### src/rtl/asp_pkg.sv
package asp_pkg;
  localparam int FRAME_SLOTS = 64;
  localparam int HALF_SLOTS  = FRAME_SLOTS / 2;
  localparam int SLOT_W      = $clog2(FRAME_SLOTS);
  localparam int POS_W       = $clog2(HALF_SLOTS);

  typedef enum logic [1:0] {
    FMT_I2S = 2'd0,
    FMT_LJ  = 2'd1,
    FMT_RJ  = 2'd2,
    FMT_LJ2 = 2'd3
  } fmt_e;

  typedef struct packed {
    logic             hit;
    logic [POS_W-1:0] idx;
  } win_t;

  function automatic logic [POS_W:0] res_bits(logic [1:0] code);
    case (code)
      2'd0:    return (POS_W+1)'(16);
      2'd1:    return (POS_W+1)'(18);
      2'd2:    return (POS_W+1)'(20);
      default: return (POS_W+1)'(24);
    endcase
  endfunction

  // map a position inside a half-frame to a sample bit index
  function automatic win_t slot_window(fmt_e fmt, logic [1:0] res, logic [POS_W-1:0] pos);
    win_t w;
    logic [POS_W:0] n, off, p, rel;
    n = res_bits(res);
    p = {1'b0, pos};
    case (fmt)
      FMT_I2S: off = (POS_W+1)'(1);
      FMT_RJ:  off = (POS_W+1)'(HALF_SLOTS) - n;
      default: off = '0;
    endcase
    rel   = p - off;
    w.hit = (p >= off) && (p < off + n);
    w.idx = POS_W'(n - (POS_W+1)'(1) - rel);
    return w;
  endfunction
endpackage

### src/rtl/asp_clkgen.sv
module asp_clkgen
  import asp_pkg::*;
#(
  parameter int DIV_LO = 4,
  parameter int DIV_HI = 6
) (
  input  logic              clk_i,
  input  logic              rst_ni,
  input  logic              ratio_i,
  input  fmt_e              fmt_i,
  output logic              bclk_o,
  output logic              lrclk_o,
  output logic [SLOT_W-1:0] slot_o,
  output logic [SLOT_W-1:0] next_slot_o,
  output logic              fall_tick_o,
  output logic              rise_tick_o,
  output logic              frame_tick_o
);
  localparam int CNT_W = $clog2(DIV_HI);

  logic [CNT_W-1:0]  cnt_q, top_cnt, rise_cnt;
  logic [SLOT_W-1:0] slot_q;
  logic              left_lvl;

  assign top_cnt  = ratio_i ? CNT_W'(DIV_HI - 1)     : CNT_W'(DIV_LO - 1);
  assign rise_cnt = ratio_i ? CNT_W'(DIV_HI / 2 - 1) : CNT_W'(DIV_LO / 2 - 1);

  assign fall_tick_o  = (cnt_q == top_cnt);
  assign rise_tick_o  = (cnt_q == rise_cnt);
  assign next_slot_o  = slot_q + SLOT_W'(1);
  assign frame_tick_o = fall_tick_o && (slot_q == SLOT_W'(FRAME_SLOTS - 1));
  assign slot_o       = slot_q;
  assign left_lvl     = (fmt_i != FMT_I2S);

  // reset parks in the last slot so the first fall opens frame slot 0
  always_ff @(posedge clk_i or negedge rst_ni) begin
    if (!rst_ni) begin
      cnt_q   <= '0;
      slot_q  <= SLOT_W'(FRAME_SLOTS - 1);
      bclk_o  <= 1'b0;
      lrclk_o <= 1'b0;
    end else if (fall_tick_o) begin
      cnt_q   <= '0;
      slot_q  <= next_slot_o;
      bclk_o  <= 1'b0;
      lrclk_o <= next_slot_o[SLOT_W-1] ? ~left_lvl : left_lvl;
    end else begin
      cnt_q <= cnt_q + CNT_W'(1);
      if (rise_tick_o) bclk_o <= 1'b1;
    end
  end

  p_lrclk_on_fall_r3: assert property (@(posedge clk_i) disable iff (!rst_ni)
    !$stable(lrclk_o) |-> $fell(bclk_o));

  p_tick_order_r1: assert property (@(posedge clk_i) disable iff (!rst_ni)
    $rose(bclk_o) |-> !fall_tick_o);
endmodule

### src/rtl/asp_tx.sv
module asp_tx
  import asp_pkg::*;
#(
  parameter int SAMPLE_W = 24
) (
  input  logic                clk_i,
  input  logic                rst_ni,
  input  fmt_e                fmt_i,
  input  logic [1:0]          res_i,
  input  logic                fall_tick_i,
  input  logic                frame_tick_i,
  input  logic [SLOT_W-1:0]   next_slot_i,
  input  logic                tx_valid_i,
  input  logic [SAMPLE_W-1:0] tx_left_i,
  input  logic [SAMPLE_W-1:0] tx_right_i,
  output logic                tx_ready_o,
  output logic                sdout_o,
  output logic                underrun_o
);
  logic [SAMPLE_W-1:0] hold_l_q, hold_r_q, hold_l_n, hold_r_n, word;
  logic                take, bit_n;
  win_t                win;

  assign tx_ready_o = frame_tick_i;
  assign take       = frame_tick_i && tx_valid_i;

  always_comb begin
    hold_l_n = take ? tx_left_i  : hold_l_q;
    hold_r_n = take ? tx_right_i : hold_r_q;
    win      = slot_window(fmt_i, res_i, next_slot_i[POS_W-1:0]);
    word     = next_slot_i[SLOT_W-1] ? hold_r_n : hold_l_n;
    bit_n    = win.hit ? word[win.idx] : 1'b0;
  end

  always_ff @(posedge clk_i or negedge rst_ni) begin
    if (!rst_ni) begin
      hold_l_q   <= '0;
      hold_r_q   <= '0;
      sdout_o    <= 1'b0;
      underrun_o <= 1'b0;
    end else begin
      underrun_o <= frame_tick_i && !tx_valid_i;
      if (take) begin
        hold_l_q <= tx_left_i;
        hold_r_q <= tx_right_i;
      end
      if (fall_tick_i) sdout_o <= bit_n;
    end
  end

  p_underrun_src_r9: assert property (@(posedge clk_i) disable iff (!rst_ni)
    underrun_o |-> $past(tx_ready_o) && !$past(tx_valid_i));

  p_sdout_on_fall_r8: assert property (@(posedge clk_i) disable iff (!rst_ni)
    !$stable(sdout_o) |-> $past(fall_tick_i));
endmodule

### src/rtl/asp_rx.sv
module asp_rx
  import asp_pkg::*;
#(
  parameter int SAMPLE_W = 24
) (
  input  logic                clk_i,
  input  logic                rst_ni,
  input  fmt_e                fmt_i,
  input  logic [1:0]          res_i,
  input  logic                rise_tick_i,
  input  logic                frame_tick_i,
  input  logic [SLOT_W-1:0]   slot_i,
  input  logic                sdin_i,
  input  logic                rx_ready_i,
  output logic                rx_valid_o,
  output logic [SAMPLE_W-1:0] rx_left_o,
  output logic [SAMPLE_W-1:0] rx_right_o
);
  logic [SAMPLE_W-1:0] sh_l_q, sh_r_q, mask;
  logic [POS_W:0]      n;
  logic                seen_q;
  win_t                win;

  always_comb begin
    n   = res_bits(res_i);
    win = slot_window(fmt_i, res_i, slot_i[POS_W-1:0]);
    for (int i = 0; i < SAMPLE_W; i++) mask[i] = (i < int'(n));
  end

  always_ff @(posedge clk_i or negedge rst_ni) begin
    if (!rst_ni) begin
      sh_l_q     <= '0;
      sh_r_q     <= '0;
      seen_q     <= 1'b0;
      rx_valid_o <= 1'b0;
      rx_left_o  <= '0;
      rx_right_o <= '0;
    end else begin
      if (rise_tick_i && win.hit) begin
        if (slot_i[SLOT_W-1]) sh_r_q <= {sh_r_q[SAMPLE_W-2:0], sdin_i};
        else                  sh_l_q <= {sh_l_q[SAMPLE_W-2:0], sdin_i};
      end
      if (frame_tick_i) seen_q <= 1'b1;
      // first boundary after reset closes a partial frame: drop it
      if (frame_tick_i && seen_q) begin
        rx_valid_o <= 1'b1;
        rx_left_o  <= sh_l_q & mask;
        rx_right_o <= sh_r_q & mask;
      end else if (rx_ready_i) begin
        rx_valid_o <= 1'b0;
      end
    end
  end

  p_rx_hold_r10: assert property (@(posedge clk_i) disable iff (!rst_ni)
    rx_valid_o && !rx_ready_i && !frame_tick_i |=>
      rx_valid_o && $stable(rx_left_o) && $stable(rx_right_o));

  p_rx_zero_fill_r2: assert property (@(posedge clk_i) disable iff (!rst_ni)
    rx_valid_o |-> ((rx_left_o | rx_right_o) & ~mask) == '0);
endmodule

### src/rtl/audio_serial_port.sv
module audio_serial_port
  import asp_pkg::*;
#(
  parameter int SAMPLE_W = 24,
  parameter int DIV_LO   = 4,
  parameter int DIV_HI   = 6
) (
  input  logic                clk_i,
  input  logic                rst_ni,
  input  logic [1:0]          fmt_i,
  input  logic [1:0]          res_i,
  input  logic                ratio_i,
  output logic                bclk_o,
  output logic                lrclk_o,
  output logic                sdout_o,
  input  logic                sdin_i,
  input  logic                tx_valid_i,
  output logic                tx_ready_o,
  input  logic [SAMPLE_W-1:0] tx_left_i,
  input  logic [SAMPLE_W-1:0] tx_right_i,
  output logic                underrun_o,
  output logic                rx_valid_o,
  input  logic                rx_ready_i,
  output logic [SAMPLE_W-1:0] rx_left_o,
  output logic [SAMPLE_W-1:0] rx_right_o
);
  fmt_e              fmt;
  logic [SLOT_W-1:0] slot, next_slot;
  logic              fall_tick, rise_tick, frame_tick;

  assign fmt = fmt_e'(fmt_i);

  asp_clkgen #(.DIV_LO(DIV_LO), .DIV_HI(DIV_HI)) u_clkgen (
    .clk_i        (clk_i),
    .rst_ni       (rst_ni),
    .ratio_i      (ratio_i),
    .fmt_i        (fmt),
    .bclk_o       (bclk_o),
    .lrclk_o      (lrclk_o),
    .slot_o       (slot),
    .next_slot_o  (next_slot),
    .fall_tick_o  (fall_tick),
    .rise_tick_o  (rise_tick),
    .frame_tick_o (frame_tick)
  );

  asp_tx #(.SAMPLE_W(SAMPLE_W)) u_tx (
    .clk_i        (clk_i),
    .rst_ni       (rst_ni),
    .fmt_i        (fmt),
    .res_i        (res_i),
    .fall_tick_i  (fall_tick),
    .frame_tick_i (frame_tick),
    .next_slot_i  (next_slot),
    .tx_valid_i   (tx_valid_i),
    .tx_left_i    (tx_left_i),
    .tx_right_i   (tx_right_i),
    .tx_ready_o   (tx_ready_o),
    .sdout_o      (sdout_o),
    .underrun_o   (underrun_o)
  );

  asp_rx #(.SAMPLE_W(SAMPLE_W)) u_rx (
    .clk_i        (clk_i),
    .rst_ni       (rst_ni),
    .fmt_i        (fmt),
    .res_i        (res_i),
    .rise_tick_i  (rise_tick),
    .frame_tick_i (frame_tick),
    .slot_i       (slot),
    .sdin_i       (sdin_i),
    .rx_ready_i   (rx_ready_i),
    .rx_valid_o   (rx_valid_o),
    .rx_left_o    (rx_left_o),
    .rx_right_o   (rx_right_o)
  );

  p_ready_single_r9: assert property (@(posedge clk_i) disable iff (!rst_ni)
    tx_ready_o |=> !tx_ready_o);
endmodule

### config.mk
export PLATFORM = sky130hd
export DESIGN_NAME = audio_serial_port
export DESIGN_NICKNAME = d
export VERILOG_FILES = /design/src/rtl/asp_pkg.sv /design/src/rtl/asp_clkgen.sv /design/src/rtl/asp_tx.sv /design/src/rtl/asp_rx.sv /design/src/rtl/audio_serial_port.sv
export SDC_FILE = /design/constraint.sdc
export NUM_CORES = 1
export LEC_CHECK = 0
export ABC_AREA = 1
export CAP_MARGIN = 20
export CORE_ASPECT_RATIO = 1.1
export CORE_MARGIN = 5
export CORE_UTILIZATION = 55
export DETAILED_ROUTE_END_ITERATION = 10
export PLACE_DENSITY = 0.86
export SLEW_MARGIN = 20
export SYNTH_ARGS = -nofsm -noshare
export SYNTH_HDL_FRONTEND = slang
export SYNTH_SLANG_ARGS = --single-unit
### constraint.sdc
create_clock -name clk_i -period 2.9 [get_ports clk_i]
set_input_delay 0.58 -clock clk_i [delete_from_list [all_inputs] [get_ports clk_i]]
set_output_delay 0.58 -clock clk_i [all_outputs]
set_load 0.1 [all_outputs]
# After elaboration in Yosys (flattened, before gate mapping)
# Cells that the tools add are included.
[op_classes]
eq_ne = 6
bitwise_logic = 4
n_mux = 16
magnitude_cmp = 29
reduce_logical = 15
n_addsub = 7
[ops]
columns = ["op", "count"]
rows = [
  ["24-bit 2-to-1 mux", 3],
  ["24-bit AND", 2],
  ["4-bit by 5-bit < comparator with 1-bit output (first input constant)", 8],
  ["5-bit < comparator (first input constant)", 8],
  ["3-bit by 5-bit < comparator with 1-bit output (first input constant)", 4],
  ["5-bit by 6-bit greater-or-equal comparator with 1-bit output", 2],
  ["5-bit by 6-bit < comparator with 1-bit output", 2],
  ["4-bit one-hot mux with 3 select lines", 1],
  ["6-bit one-hot mux with 2 select lines", 1],
  ["1-bit by 5-bit < comparator with 1-bit output (first input constant)", 2],
  ["2-bit by 5-bit < comparator with 1-bit output (first input constant)", 2],
  ["5-bit subtractor", 2],
  ["1-bit logical AND", 7],
  ["1-bit 2-to-1 mux", 7],
  ["6-bit by 1-bit adder with 6-bit output (second input constant)", 1],
  ["6-bit by 5-bit adder with 6-bit output", 1],
  ["3-bit == test", 2],
  ["6-bit == test (second input constant)", 1],
  ["5-bit by 6-bit < comparator with 1-bit output (second input constant)", 1],
  ["3-bit 2-to-1 mux", 2],
  ["2-bit nonzero test", 3],
  ["6-bit subtractor (first input constant)", 1],
  ["1-bit binary-select mux with 5-bit select", 1],
  ["5-bit by 1-bit subtractor with 5-bit output (second input constant)", 1],
  ["8 further kinds", 12],
]
[word_totals]
word_cells = 91
output_inout_bits = 54
inputBits = 58
register_bits = 159

# Depth between registers and ports, before layout
[logic_depth]
depth_word = 9
ltp_mapped = 18
mapped_depth_nobuf = 17

# Modules after synthesis
# A second synthesis with hierarchy kept.
[hier_totals]
cells_unflattened = 982
area_unflattened_um2 = 8065.2
[modules_own_cells]
columns = ["module", "seq_area_each_um2", "cells_each", "n_inst", "area_each_um2"]
rows = [
  ["asp_rx", 2452.4, 484, 1, 4289.1],
  ["asp_tx", 1251.2, 427, 1, 3163.0],
  ["asp_clkgen", 282.8, 71, 1, 613.1],
]

# Worst setup path after synthesis
# No wires, ideal clock.
[synth_path]
path_kind = "input to register"
startpoint = "input port res_i[1]"
endpoint = "register u_tx.sdout_o"
setup_time_ns = 0.120
arrival_time_ns = 2.727
path_stages = 16
path_slack_ns = 0.054
required_time_ns = 2.780
n_path_buf = 0
path_cell_list = "inv_1 > ha_1 > inv_1 > nor2_1 > inv_1 > fa_1 > inv_1 > ha_1 > inv_1 > fa_1 > inv_1 > nand3_1 > nand3_1 > nand2_1 > nand3_1 > nand2_1"
[synth_between]
elab_chain_len = 9
elab_cells_between_ends = 16
cone_classes = "add/sub (5); order compare (2); eq/ne (2); mux (5); reduce/logical (2)"
[synth_lines]
columns = ["item", "line_no", "rtl"]
rows = [
  ["start: declaration", "audio_serial_port.sv:11", "input logic [1:0] res_i,"],
  ["2-bit == test, or another cell as far along", "asp_pkg.sv:20", "case (code)"],
  ["4-bit one-hot mux with 3 select lines *", "asp_pkg.sv:20", ""],
  ["6-bit subtractor", "asp_pkg.sv:36", "FMT_RJ: off = (POS_W+1)'(HALF_SLOTS) - n;"],
  ["6-bit one-hot mux with 2 select lines", "asp_pkg.sv:34", "case (fmt)"],
  ["5-bit subtractor", "asp_pkg.sv:39", "rel = p - off;"],
  ["5-bit subtractor", "asp_pkg.sv:41", "w.idx = POS_W'(n - (POS_W+1)'(1) - rel);"],
  ["1-bit binary-select mux with 5-bit select", "asp_tx.sv:32", "bit_n = win.hit ? word[win.idx] : 1'b0;"],
  ["1-bit 2-to-1 mux (not written as such)", "asp_tx.sv:32", ""],
  ["1-bit 2-to-1 mux *", "asp_tx.sv:32", ""],
  ["end signal: assignment", "asp_tx.sv:47", "if (fall_tick_i) sdout_o <= bit_n;"],
  ["end: declaration", "asp_tx.sv:17", "output logic sdout_o,"],
]
# Every way passes the cells marked *; elsewhere a longest branch is shown, timed or not. The select of a mux whose other input is x is not followed.
# A chain may end at the register's enable or synchronous reset.

# Worst setup path after layout
[layout_path]
startpoint = "register u_clkgen.slot_q[1] (netlist: u_clkgen.slot_o[1])"
endpoint = "register u_tx.sdout_o"
[layout_between]
elab_cells_between_ends = 15
cone_classes = "add/sub (3); order compare (2); eq/ne (1); mux (6); reduce/logical (3)"
[layout_rtl]
columns = ["item", "line_no", "rtl"]
rows = [
  ["start: declaration", "asp_clkgen.sv:22", "logic [SLOT_W-1:0] slot_q;"],
  ["start signal: assignment", "asp_clkgen.sv:39", "slot_q <= SLOT_W'(FRAME_SLOTS - 1);"],
  ["start signal: assignment", "asp_clkgen.sv:44", "slot_q <= next_slot_o;"],
  ["6-bit by 1-bit adder with 6-bit output *", "asp_clkgen.sv:30", "assign next_slot_o = slot_q + SLOT_W'(1);"],
  ["named net next_slot[3]", "audio_serial_port.sv:28", "logic [SLOT_W-1:0] slot, next_slot;"],
  ["5-bit subtractor", "asp_pkg.sv:39", ""],
  ["5-bit subtractor", "asp_pkg.sv:41", ""],
  ["1-bit binary-select mux with 5-bit select", "asp_tx.sv:32", ""],
  ["1-bit 2-to-1 mux (not written as such)", "asp_tx.sv:32", ""],
  ["1-bit 2-to-1 mux *", "asp_tx.sv:32", ""],
]
# Mark *: on every way through the listed nets, which the timed path passes. The rest lies on a longest branch. The select of a mux whose other input is x is not followed.

==> results.txt <==
Total Power: 7.66 mW
share of the synthesized area in the top cell type: 49.1%
Final ANT Viol Nets: 0
H-tree levels: 4
CTS tree: done
post-route clock period utilization: 97.4%
Post-synth EDFFs: 0
main flop type after synthesis: dfrtp_1
Netlist cell types: 37
Slew Viols, Final: 0
number of CTS-inserted buffers: 17
worst-path maximum fanout: 3
P per Cell Area: 769 nW/um2
Final Hold Viols: 0
I/O pins: 112
wire per inst: 14.8 um
Max-Slew Margin vs Limit: 57.8%
drt first-iter violations: 452
Synth Area per Inst: 8.57 um2
worst-path cell chain: nand2_1, inv_1, nand2_2, xor2_2, inv_2, fa_1, inv_1, ha_4, a21oi_4, nand2_2, xnor2_2, inv_1, nor2_1, a21oi_1, nand3_1, nand2_1
GRT Util Overall: 23.3%
Clock Path Buffers: 2
# DRC: 0
Crit path largest cell delay: 580 ps
worst clock skew: 11.9 ps
final setup fails: 0
cts hold-fix bufs: 0
# port buffers: 111
Placer Congestion: 0.909
CP top delay family: adder cells
Slew @ Worst Pin: 633 ps
number of max-cap violations: 0
most frequent cells in the layout: nand2_1, dfrtp_1, inv_1
routed vias/inst: 5.11
total wire length: 18500 um
Layout area overhead: 27.8%
Die H: 135 um
Post-Synthesis Cell Area: 7790 um2
Post-Synthesis Cells: 909
Initial Utilization: 56.3%
largest net degree at the start of global routing: 71
commonest non-fill, non-tap cell in the layout: nand2_1
worst-skew pair later-pin latency: 430 ps
Final Util: 71.9%
global-route wire length before repair: 30600 um
cell taking the most area after synthesis: dfrtp_1
Pleak: 5.07 nW
cells taking the most area after synthesis: dfrtp_1, nand2_1, inv_1, nand3_1, ha_1
Setup crit start kind: flip-flop
fmax: 354 MHz
CP Launch Point: u_clkgen.slot_o[1]
YS warnings: 0
Net count, final: 1142
Seq cells post-synth: 159
Buf/Inv on CP: 4
worst path arrival time: 3140 ps
CP Capture Type: flip-flop
post-DP HPWL: 12500 um
clock sinks: 159
Ant. Diodes: 0
remaining global-route overflow: 0
Reg-to-Reg Start: u_clkgen.slot_o[1]
CP max stage cell: dfstp_2
Syn Nets: 1000
post-synthesis sequential area ratio: 51.2%
type of the most critical hold path: in2async
initial antenna violation count: 0
Async S/R FF share, synth: 100%
Worst IR Drop VDD: 0.513 mV
vias in the first global route: 6328
status: completed
CTS clock-pin slew for the worst setup and hold paths: 70 ps
critical path class: reg2reg
total core area: 13900 um2
share of post-route cells with drive strength above 1: 17.8%
CP dominant cell by count: inv_1
die area: 16600 um2
CTS root buffer: clkbuf_16
Required @ worst endpoint: 3220 ps
Die Wd: 123 um
Rows: 45
via count: 6400
fin crit period: 2820 ps
Pre-Repair DR Iteration Count: 5
layout make-up:
class                   instances  area [um2]
repair buffers                164        1470
clock inverters                15         186
multi-input cells             570        3140
well taps                     188         235
fillers                      1021        3890
inverters                     139         522
flip-flops and latches        159        3990
clock buffers                  17         425
per-layer routing:
metal  track usage [%]  wire (um)  vias to the layer above
li1                  -          -                     3150
met1              30.3       7810                     3036
met2              38.2       9260                      170
met3              5.36        948                       44
met4              8.25        496                        0
met5                 0          0                        -
worst paths after layout:
kind | depth (start not counted) | end | slack (ps)
setup / recovery | 16 | u_tx.sdout_o | 80
hold / removal | 1 | u_clkgen.lrclk_o | 130
setup reg to reg | 16 | u_tx.sdout_o | 80
hold reg to reg | 2 | u_tx.hold_r_q[16] | 480
max in group asynchronous | 2 | u_clkgen.slot_o[5] | 1940
min in group clk_i | 2 | u_tx.hold_r_q[16] | 480
logic make-up after synthesis:
kind of cell / after synthesis / share of synthesized area (%)
and+or+nand+nor: 407 / 22.9
buffers and inverters: 180 / 9.76
DFF: 159 / 51.2
AOI/OAI and AO/OA: 117 / 8.83
adders and majority gates: 33 / 5.68
xor gates and xnor gates: 13 / 1.65
Yosys cell counts (2+ instances only):
cell      number
nand2_1      257
nand3_2        4
nor2_1        17
xnor2_1        2
xor2_1         9
dfrtp_1      153
a21boi_0       2
o31ai_1       10
inv_1        136
buf_4          4
nand4_1       22
and2_1        20
o21ai_1       17
buf_2          7
o21a_1        12
inv_2          3
nand3b_1       2
a21oi_1        5
o21ai_0       62
a21oi_2        6
fa_1           4
dfstp_2        6
ha_1          29
nor2_2         3
buf_6          8
nand3_1       79
clkbuf_1      20
state kept, by name (all words and copies together), names as in the netlist, 3 cells and up:
signal / count
u_clkgen.cnt_q: 3
u_clkgen.slot_o: 6
u_rx.rx_left_o: 24
u_rx.rx_right_o: 24
u_rx.sh_l_q: 24
u_rx.sh_r_q: 24
u_tx.hold_l_q: 24
u_tx.hold_r_q: 24
what timing repair did:
action | CTS | global route
resized for setup | 11 | 15
setup endpoints to repair | 27 | 20
pin swaps | 4 | 7
setup buffers | 3 | 6
per-stage QoR:
| step | hold WS, ps | setup slack [ps] | std cells | cell area [um2] | setup TNS [ps] |
|---|---|---|---|---|---|
| finish | 133 | 75.2 | 1252 | 9960 | 0 |
| global route | 181 | -49.9 | 1252 | 9960 | -53.1 |
| CTS | 167 | 12.0 | 1246 | 9850 | 0 |
| detailed placement | 440 | -564 | 1211 | 9190 | -20930 |
| global placement | 435 | -438 | 1211 | 9190 | -17540 |
| floorplan | 284 | 53.7 | 909 | 7790 | 0 |
power by group:
part           switching (mW)  internal, mW  leakage (nW)
Clock                    1.04          1.25         0.297
Combinational            1.62          1.13          2.77
Sequential              0.157          2.47          2.00
Total                    2.82          4.84          5.07
Power figures use the tool's default switching activity.
